===== src/rtl/dacw_pkg.sv =====
`timescale 1ns/1ps
package dacw_pkg;
  localparam int GAIN_W = 4;
  localparam int WORD_W = GAIN_W + 4;

  typedef enum logic [1:0] {
    PM_RUN  = 2'd0,
    PM_IDLE = 2'd1,
    PM_OFF  = 2'd2
  } pmode_e;

  typedef struct packed {
    logic              off;
    logic              enable;
    logic              ilv;
    logic              extref;
    logic [GAIN_W-1:0] gain;
  } ctrl_t;

  localparam ctrl_t CTRL_RESET = '{off: 1'b0, enable: 1'b1, ilv: 1'b0,
                                   extref: 1'b0, gain: '0};
endpackage


===== src/rtl/dacw_cfg_reg.sv =====
`timescale 1ns/1ps
module dacw_cfg_reg
  import dacw_pkg::*;
(
  input  logic  clk,
  input  logic  rst_n,
  input  logic  ld,
  input  ctrl_t d,
  output ctrl_t q
);
  ctrl_t q_r, q_nxt;

  always_comb begin
    q_nxt = q_r;
    if (ld) q_nxt = d;
  end

  always_ff @(posedge clk or negedge rst_n) begin
    if (!rst_n) q_r <= CTRL_RESET;
    else        q_r <= q_nxt;
  end

  assign q = q_r;

  AST_WORD_HELD: assert property (@(posedge clk) disable iff (!rst_n)
    !ld |=> $stable(q_r));
  AST_WORD_TAKEN: assert property (@(posedge clk) disable iff (!rst_n)
    ld |=> (q_r == $past(d)));
endmodule


===== src/rtl/dacw_mode_dec.sv =====
`timescale 1ns/1ps
module dacw_mode_dec
  import dacw_pkg::*;
(
  input  ctrl_t  w,
  output pmode_e mode
);
  // Priority: power-off first, then enable.
  always_comb begin
    if (w.off)          mode = PM_OFF;
    else if (!w.enable) mode = PM_IDLE;
    else                mode = PM_RUN;
  end
endmodule


===== src/rtl/dacw_wake_tmr.sv =====
`timescale 1ns/1ps
module dacw_wake_tmr #(
  parameter int WAKE_CYC = 600
) (
  input  logic clk,
  input  logic rst_n,
  input  logic run,
  output logic ready
);
  localparam int CNT_W = (WAKE_CYC < 2) ? 1 : $clog2(WAKE_CYC + 1);
  localparam logic [CNT_W-1:0] LOAD_VAL = CNT_W'(WAKE_CYC);

  logic [CNT_W-1:0] cnt_r, cnt_nxt;
  logic             cnt_en;

  // Counter is re-armed in any non-running cycle and drains while running.
  assign cnt_en = !run || (cnt_r != '0);

  always_comb begin
    cnt_nxt = cnt_r;
    if (cnt_en) begin
      if (!run) cnt_nxt = LOAD_VAL;
      else      cnt_nxt = cnt_r - 1'b1;
    end
  end

  always_ff @(posedge clk or negedge rst_n) begin
    if (!rst_n)      cnt_r <= '0;
    else if (cnt_en) cnt_r <= cnt_nxt;
  end

  assign ready = run && (cnt_r == '0);

  AST_READY_ONLY_RUN: assert property (@(posedge clk) disable iff (!rst_n)
    ready |-> run);
  AST_WAKE_STARTS_LOW: assert property (@(posedge clk) disable iff (!rst_n)
    (run && !$past(run)) |-> !ready);
endmodule


===== src/rtl/dacw_ctrl.sv =====
`timescale 1ns/1ps
module dacw_ctrl
  import dacw_pkg::*;
#(
  parameter int unsigned CLK_HZ  = 200_000_000,
  parameter int unsigned WAKE_NS = 3000
) (
  input  logic              clk,
  input  logic              rst_n,
  input  logic              load_i,
  input  logic [WORD_W-1:0] word_i,
  output logic [1:0]        mode_o,
  output logic              dp_en_o,
  output logic              interleave_o,
  output logic              ext_ref_o,
  output logic [GAIN_W-1:0] gain_o,
  output logic              ready_o
);
  localparam longint unsigned WAKE_RAW =
    (longint'(CLK_HZ) * longint'(WAKE_NS)) / 64'd1_000_000_000;
  localparam int WAKE_CYC = (WAKE_RAW < 64'd1) ? 1 : int'(WAKE_RAW);

  // Reset: asserted asynchronously, released on the clock.
  logic [1:0] rst_sync_r;
  logic       rst_int_n;

  always_ff @(posedge clk or negedge rst_n) begin
    if (!rst_n) rst_sync_r <= 2'b00;
    else        rst_sync_r <= {rst_sync_r[0], 1'b1};
  end
  assign rst_int_n = rst_sync_r[1];

  ctrl_t  cfg_q;
  pmode_e mode;
  logic   run;
  logic   ready;

  dacw_cfg_reg u_cfg (
    .clk   (clk),
    .rst_n (rst_int_n),
    .ld    (load_i),
    .d     (ctrl_t'(word_i)),
    .q     (cfg_q)
  );

  dacw_mode_dec u_dec (
    .w    (cfg_q),
    .mode (mode)
  );

  assign run = (mode == PM_RUN);

  dacw_wake_tmr #(.WAKE_CYC(WAKE_CYC)) u_wake (
    .clk   (clk),
    .rst_n (rst_int_n),
    .run   (run),
    .ready (ready)
  );

  assign mode_o       = mode;
  assign dp_en_o      = run;
  assign interleave_o = cfg_q.ilv;
  assign ext_ref_o    = cfg_q.extref;
  assign gain_o       = cfg_q.gain;
  assign ready_o      = ready;

  AST_OFF_WINS: assert property (@(posedge clk) disable iff (!rst_int_n)
    $past(load_i && word_i[WORD_W-1]) |-> (mode_o == 2'd2));
  AST_IDLE_DECODE: assert property (@(posedge clk) disable iff (!rst_int_n)
    $past(load_i && !word_i[WORD_W-1] && !word_i[WORD_W-2]) |-> (mode_o == 2'd1));
  AST_DP_GATED: assert property (@(posedge clk) disable iff (!rst_int_n)
    (mode_o != 2'd0) |-> (!dp_en_o && !ready_o));
  AST_READY_KEPT: assert property (@(posedge clk) disable iff (!rst_int_n)
    ($past(ready_o) && (mode_o == 2'd0)) |-> ready_o);
endmodule


===== config.mk =====
export PLATFORM = sky130hd
export DESIGN_NAME = dacw_ctrl
export DESIGN_NICKNAME = d
export VERILOG_FILES = /design/src/rtl/dacw_pkg.sv /design/src/rtl/dacw_cfg_reg.sv /design/src/rtl/dacw_mode_dec.sv /design/src/rtl/dacw_wake_tmr.sv /design/src/rtl/dacw_ctrl.sv
export SDC_FILE = /design/constraint.sdc
export NUM_CORES = 1
export LEC_CHECK = 0
export BUFFER_PORTS_ARGS = -buffer_cell sky130_fd_sc_hd__buf_4
export CAP_MARGIN = 5
export CORE_ASPECT_RATIO = 0.75
export CORE_MARGIN = 2
export CORE_UTILIZATION = 50
export CTS_BUF_LIST = sky130_fd_sc_hd__clkbuf_4 sky130_fd_sc_hd__clkbuf_8
export DETAILED_ROUTE_END_ITERATION = 8
export PLACE_DENSITY = 0.74
export SKIP_LAST_GASP = 1
export SLEW_MARGIN = 20
export SYNTH_ARGS = -nofsm -noshare
export SYNTH_HDL_FRONTEND = slang
export SYNTH_HIERARCHICAL = 1
export SYNTH_SLANG_ARGS = --single-unit

===== constraint.sdc =====
create_clock -name clk -period 2.63 [get_ports clk]
set_input_delay 0.1315 -clock clk [delete_from_list [all_inputs] [get_ports clk]]
set_output_delay 0.1315 -clock clk [all_outputs]
set_load 0.01 [all_outputs]

==> results of run 1 <==
## worst max-delay path, cell delays in order (launching register included)
cell and delay (ns):
dfrtp_1 0.42, inv_1 0.08, ha_1 0.21, or3b_1 0.47, nor3_2 0.44, and2_1 0.20, buf_4 0.11
## state kept, by name (all words and copies together) (netlist names)
register      flops
u_cfg/q           8
u_wake/cnt_r     10
rst_sync_r        2
## area by class of cell
class	instances	area, um2	area share, %
Clock buffer	4	36.3	3.15
Timing Repair Buffer	22	168	14.6
Multi-Input combinational cell	50	410	35.7
Sequential cell	20	502	43.6
Inverter	2	7.51	0.652
Tap cell	22	27.5	2.39
## metal layers
metal / track usage [%] / part of all wire, % / vias up
met2: 26.0 / 46 / 11
li1: - / - / 322
met4: 5.50 / 0.76 / 0
met1: 27.4 / 49 / 318
met5: 0 / 0 / -
met3: 7.91 / 4.1 / 2
## worst paths after layout
kind | to | slack, ns | depth (start not counted)
max reg2reg | u_wake/cnt_r[0] | 0.70 | 5
min in group asynchronous | rst_sync_r[0] | 0.15 | 2
max in group asynchronous | u_cfg/q[0] | 1.89 | 0
max | ready_o | 0.28 | 6
min reg2reg | u_wake/cnt_r[4] | 0.29 | 0
min | u_cfg/q[1] | 0.06 | 2
## power by group
| part | internal, mW | leakage (nW) | switching, mW | total, mW |
|---|---|---|---|---|
| Sequential | 0.337 | 0.233 | 0.0298 | 0.367 |
| Clock | 0.0844 | 0.0210 | 0.0899 | 0.174 |
| Combinational | 0.0743 | 0.247 | 0.0587 | 0.133 |
## kinds of logic (layout without fill, tap and decap cells)
group	count (synthesis)	after routing	synth area share (%)
buffers and inverters	8	28	4.46
adders and majority gates	1	1	1.31
and+or+nand+nor	23	23	14.5
DFF	20	20	52.6
muxes	11	11	15.9
other	1	1	0.393
AOI/OAI and AO/OA	14	14	10.9
## placed cells by master (no fill, tap or decap), drive strengths merged
| master | synthesis | final |
|---|---|---|
| buf | 3 | 21 |
| dfrtp | 19 | 19 |
| mux2 | 9 | 9 |
| nor2 | 4 | 4 |
| o31ai | 4 | 4 |
| nand2 | 4 | 4 |
| clkbuf | 3 | 4 |
| nand3b | 3 | 3 |
| o21ai | 3 | 3 |
| inv | 2 | 2 |
| or3 | 2 | 2 |
| nor4 | 2 | 2 |
| o211ai | 2 | 2 |
| nand2b | 2 | 2 |
| mux2i | 2 | 2 |
| a21boi | 2 | 2 |
| dlygate4sd3 | 0 | 1 |
| conb | 1 | 1 |
| dfstp | 1 | 1 |
| or3b | 1 | 1 |
| nor3 | 1 | 1 |
| and2 | 1 | 1 |
| or4 | 1 | 1 |
| o311ai | 1 | 1 |
| o41ai | 1 | 1 |
| a2111o | 1 | 1 |
| nand4bb | 1 | 1 |
| nand3 | 1 | 1 |
| ha | 1 | 1 |
==> impl_summary.md, run 1 <==
Global route
The overall fraction of global-route tracks in use is 19.0%. The sum of overflow across all layers after global routing is 0. The pin count of the biggest net entering global routing is 19. The global-route wire length before repair is 3080 um.

The initial antenna violation count is 0. The via count of the first global-routing pass is 661.

Logic synthesis
When the netlist entered floorplanning its net count stood at 90. After synthesis, the most frequently instantiated cells are dfrtp_1, mux2_4, nand2_1, nor2_1, o31ai_1. The most repeated cell in the gate-level netlist after synthesis is dfrtp_1. The number of instances in the synthesized netlist is 78.

The number of different library cells used by synthesis comes to 32. Yosys mapped a number of flops with a built-in enable equal to 0. The cell taking the most area after synthesis is dfrtp_1. In the post-synthesis netlist, the biggest area contributors are dfrtp_1, mux2_4, o31ai_1, dfstp_2, nand3b_1.

In the synthesized netlist the async set-or-reset flop fraction comes to 100%. The most used flip-flop cell after synthesis is dfrtp_1. The proportion of synthesized chip area in sequential cells is 52.6%. In this run, synthesis produced a sequential element count of 20. The post-synthesis average cell area is 12.2 um2. The Yosys step of the flow raised 6 warnings. The cell area that synthesis handed to floorplanning was 955 um2. After synthesis, the largest area contributor takes up 49.8% of total cell area.

Floorplanning
The I/O pin count is 21. The horizontal extent of the die is 54.5 um. The initial cell density of the core is a little over half. The core footprint is roughly 1800 um2. The number of rows in the core area is 13. The die covers 2280 um2. The die is 41.8 um tall.

Placed design
The final weighted congestion in routability-driven placement is 0.806. The cell total after placement is 115. Detailed placement ended at an HPWL of 1200 um.

Prior to clock tree synthesis, the placed netlist has a worst setup slack of 0.628 ns. In this run the cell area measured after placement is roughly 1100 um2. The number of port buffers is 20.

Routing
The remaining antenna violation count after routing is 0. The violation count after the first detailed-route iteration is 6. The average wire per cell in the routed design is roughly 14 um.

The via count is 653. Before antenna repair, the detailed router went through 4 iterations. For this run, design rule violations remaining after detail routing come to 0. The ratio of routed vias to standard cells is approximately 5.4. The routed design has 1720 um of wire.

STA
The worst path setup slack after routing is 0.277 ns. The tightest slew margin relative to the limit is 52.6%. The final critical delay including setup and external delays is around 2.4 ns. After routing, the total negative slack on setup checks comes to 0 ns. The hold violation total from the final report is 0.

Setup violations remaining at the end of the flow were counted as 0. For the final database, setup skew stands at 0.00574 ns. The pin slew with the least headroom to its limit is around 0.7 ns.

For this run, the top clock speed supported by timing is around 0.43 GHz. The final hold slack is 0.0562 ns. The number of pins exceeding their max-slew limit in the final report is 0. The post-route fraction of the period consumed by the critical path is 89.5%. Setup repair after global routing left no endpoint under its margin.

Power
The ratio of total power to cell area is 586 nW/um2. The highest ir drop seen on vdd is between 0.4 and 0.5 mV. The design draws 0.674 mW. The analysis attributes to cell leakage a power of 0.501 nW.

Run
Max-cap violations in this run came to 0.

Clock network
CTS built an H-tree with a depth of 1. The later-pin clock latency in the skew report is 0.30 ns. The clock drives 20 sinks.

The count of hold buffers inserted by post-cts repair is 1. After clock tree synthesis, the repair step resized 0 gates. The clock passes through at most 2 buffers. TritonCTS built the clock tree. The clock transition at the register clock pins on the worst setup and hold paths after CTS is approximately 0.11 ns. The post-CTS repair timing setup buffer count is 0. The root buffer cell is clkbuf_4. In this run, CTS created clock tree buffers numbering 3.

Critical path
The critical path starts at u_wake/cnt_r[0]. The peak fanout along the critical path is 7. The worst setup path is launched from a flip-flop. STA classifies the critical path endpoint as an output pin. The type of the worst setup path is flip-flop to output pin. The data arrival time of the critical path is 2.22 ns. In this run the critical register-to-register path is launched from u_wake/cnt_r[0]. At the worst endpoint, the required time is 2.50 ns.

Cells and area
0 antenna diodes ended up in the layout. Summing all non-filler instances in the final layout gives an area of 1150 um2. The filler cells instantiated in the layout total 153. For this run, the post-layout net count is around 110. For this run, the number of standard cells in the final layout without fillers is 120. For this run, the share of the core covered by cells in the final layout is 64.9%.

The post-route netlist has between 30% and 40% of its cells at a drive strength greater than 1. The layout overhead on the synthesized area is 20.6%.

Run status
The flow ran to the end, and the final reports show no timing, DRC or antenna violations.

Hold path
The worst hold path begins at word_i[1]. The tightest min-delay check is of the primary input to flip-flop type.
Power figures use the tool's default switching activity.
==> run 2: changes to the inputs <==
- SETUP_SLACK_MARGIN: not set -> 0.4
==> run 2 against run 1 <==
  * Flip-flop and latch count unchanged
  * Sequential share of layout area fell by 1.8 points
  * Wire length up 8.3%
  * First-iteration DRC count rose by 67%
  * Die area unchanged
  * Final area rose by 4.2%
  * Utilization up 2.8 points
  * Cell count increased by 4.2%
==> impl_summary.md, run 2 (synthesis results as in run 1) <==
Run status
Run status: completed (unchanged).

STA
The worst-case clock skew is 0.00297 ns (was 0.00574 ns). The aggregate negative setup slack is 0 ns (unchanged). The hold violation total from the final report was 0 (unchanged). RSZ-0062 raised after global routing: false (unchanged).

The tightest slew margin relative to the limit came to 51.9% (was 52.6%). The pin slew with the least headroom to its limit is 0.721 ns (was 0.711 ns). The fmax is 0.479 GHz (was 0.425 GHz). The number of pins exceeding their max-slew limit in the final report is 0 (unchanged).

The post-route fraction of the period consumed by the critical path is 79.4% (was 89.5%). The final critical delay including setup and external delays is 2.09 ns (was 2.35 ns). The setup-violating endpoint count in the final report is 0 (unchanged).

The final hold slack is 0.0556 ns (was 0.0562 ns). The worst path setup slack after routing is 0.542 ns (was 0.277 ns).

Global route
The via count of the first global-routing pass came to 661 (unchanged). The initial antenna violation count is 0 (unchanged). The sum of overflow across all layers after global routing is 0 (unchanged). The global-route wire length before repair was 3080 um (unchanged).

The overall fraction of global-route tracks in use is 19.0% (about the same). The pin count of the biggest net entering global routing is 19 (unchanged).

Critical path
The type of the worst setup path is flip-flop to output pin (unchanged). The data arrival time of the critical path was 1.96 ns (was 2.22 ns). The reg2reg setup slack is 0.74 ns (was 0.70 ns).

The worst-case reg-to-reg path depth is 7 (was 5). The element type at the critical path start is a flip-flop (unchanged). The worst endpoint required time is 2.50 ns (about the same). The endpoint kind of the worst setup timing path is an output pin (unchanged). The worst reg2reg path endpoint was u_wake/cnt_r[0] (unchanged). The origin of the critical flop-to-flop path is u_wake/cnt_r[0] (unchanged). The peak fanout along the critical path came to 7 (unchanged).

Cells and area
The layout cell share with drive strength beyond 1 came to 41.7% (was 36.7%). The most common library cell in the layout ignoring fill and taps is buf_4 (unchanged). Highest-count cells in the layout ignoring fill and taps: buf_4, dfrtp_1, mux2_4 (unchanged). The area of all placed cells without fillers is 1200 um2 (was 1150 um2). The final core utilization is 67.7% (was 64.9%).

The number of flip-flops in the largest register is 10 (unchanged). The number of fillers in the final layout is 146 (was 153). The layout overhead on the synthesized area is 25.7% (was 20.6%).

The count of antenna diodes in the layout was 0 (unchanged). The number of cells in the finished layout apart from fillers is 125 (was 120). The register bank with the most flops is u_wake/cnt_r (unchanged). The final layout net count is 116 (was 111).

Placed design
The number of port buffers was 20 (unchanged). The half-perimeter wire length of the detailed placement result is 1200 um (unchanged). The final weighted congestion in routability-driven placement is 0.806 (unchanged). The cell total after placement is 115 (unchanged). The instance area after placement was 1100 um2 (unchanged). The post-placement setup slack is 0.628 ns (unchanged).

Routing
The ratio of routed vias to standard cells is 5.57 (was 5.44). The remaining routing DRC violations came to 0 (unchanged). The first-pass detailed-route iteration total is 4 (unchanged). The aggregate routed wire length is 1860 um (was 1720 um). The via count is 696 (was 653). The average wire per cell in the routed design was 14.9 um (was 14.3 um).

The remaining antenna violation count after routing is 0 (unchanged). The violation count after the first detailed-route iteration is 10 (was 6).

Clock network
The worst-case clock buffer depth is 2 (unchanged). The later-pin clock latency in the skew report is 0.30 ns (about the same). The count of H-tree levels built during CTS is 1 (unchanged). The TritonCTS clock tree was yes (unchanged). The clock transition at the register clock pins on the worst setup and hold paths after CTS is 0.11 ns (about the same). The clock sink total is 20 (unchanged).

The number of clock buffers inserted by TritonCTS was 3 (unchanged). The root buffer cell is clkbuf_4 (unchanged).

Floorplanning
The overall die height is 41.8 um (unchanged). The overall die area is 2280 um2 (unchanged). The I/O pin count is 21 (unchanged).

The horizontal extent of the die is 54.5 um (unchanged). The number of rows in the core area was 13 (unchanged). The initial cell density of the core is 53.8% (unchanged). The core footprint came to 1770 um2 (unchanged).

Power
The total leakage power came to 0.543 nW (was 0.501 nW). The highest ir drop seen on vdd is 0.474 mV (was 0.453 mV). The total design power came to 0.685 mW (was 0.674 mW). The ratio of total power to cell area is 571 nW/um2 (was 586 nW/um2).

Hold path
The worst hold path depth came to 2 (unchanged). The endpoint of the worst hold-timing path is u_cfg/q[1] (unchanged). The path category of the worst min-delay check is primary input to flip-flop (unchanged). The startpoint of the tightest hold check path is word_i[1] (unchanged).

Run
The count of max-cap constraint violations is 0 (unchanged).
[run 2: changes by cell type in the layout (fill, tap and decap cells not counted), sizes merged]
| cell | before | now |
|---|---|---|
| buf | 21 | 26 |
[run 2: worst max path at each step]
stage                               start       to  slack [ns]  depth (start not counted)
after floorplan           u_wake/cnt_r[0]  ready_o        0.83                          6
after global placement    u_wake/cnt_r[0]  ready_o        0.70                          6
after detailed placement  u_wake/cnt_r[0]  ready_o        0.63                          6
after CTS                 u_wake/cnt_r[0]  ready_o        0.41                          6
after global routing      u_wake/cnt_r[0]  ready_o        0.43                          6
final                     u_wake/cnt_r[0]  ready_o        0.54                          6
[run 2: power breakdown]
| group | internal, mW | switching (mW) |
|---|---|---|
| Combinational | 0.0781 | 0.0614 |
| Clock | 0.0844 | 0.0918 |
| Sequential | 0.337 | 0.0324 |
[run 2: critical path, stage by stage (launching register included)]
cell and delay (ns):
dfrtp_1 0.42, inv_1 0.09, ha_2 0.21, or3b_4 0.43, nor3_4 0.24, and2_1 0.16, buf_4 0.11
[run 2: layer usage]
| layer | wire [um] | track usage, % | up-vias |
|---|---|---|---|
| met3 | 87 | 7.91 | 2 |
| li1 | - | - | 332 |
| met1 | 885 | 27.5 | 347 |
| met5 | 0 | 0 | - |
| met4 | 13 | 5.50 | 0 |
| met2 | 875 | 26.0 | 15 |
[run 2: repair_timing]
item,CTS,global route
setup buffers,0,5
pin swaps,1,1
gates resized for setup,1,2
endpoints found under the hold margin,2,0
hold buffers,1,0
endpoints found under the setup margin,1,1
[run 2: final cells by class]
type	instances	area (um2)	share of cell area, %
Tap cell	22	27.5	2.29
Inverter	2	7.51	0.626
Clock buffer	4	36.3	3.02
Multi-Input combinational cell	50	422	35.1
Timing Repair Buffer	27	205	17.1
Sequential cell	20	502	41.8
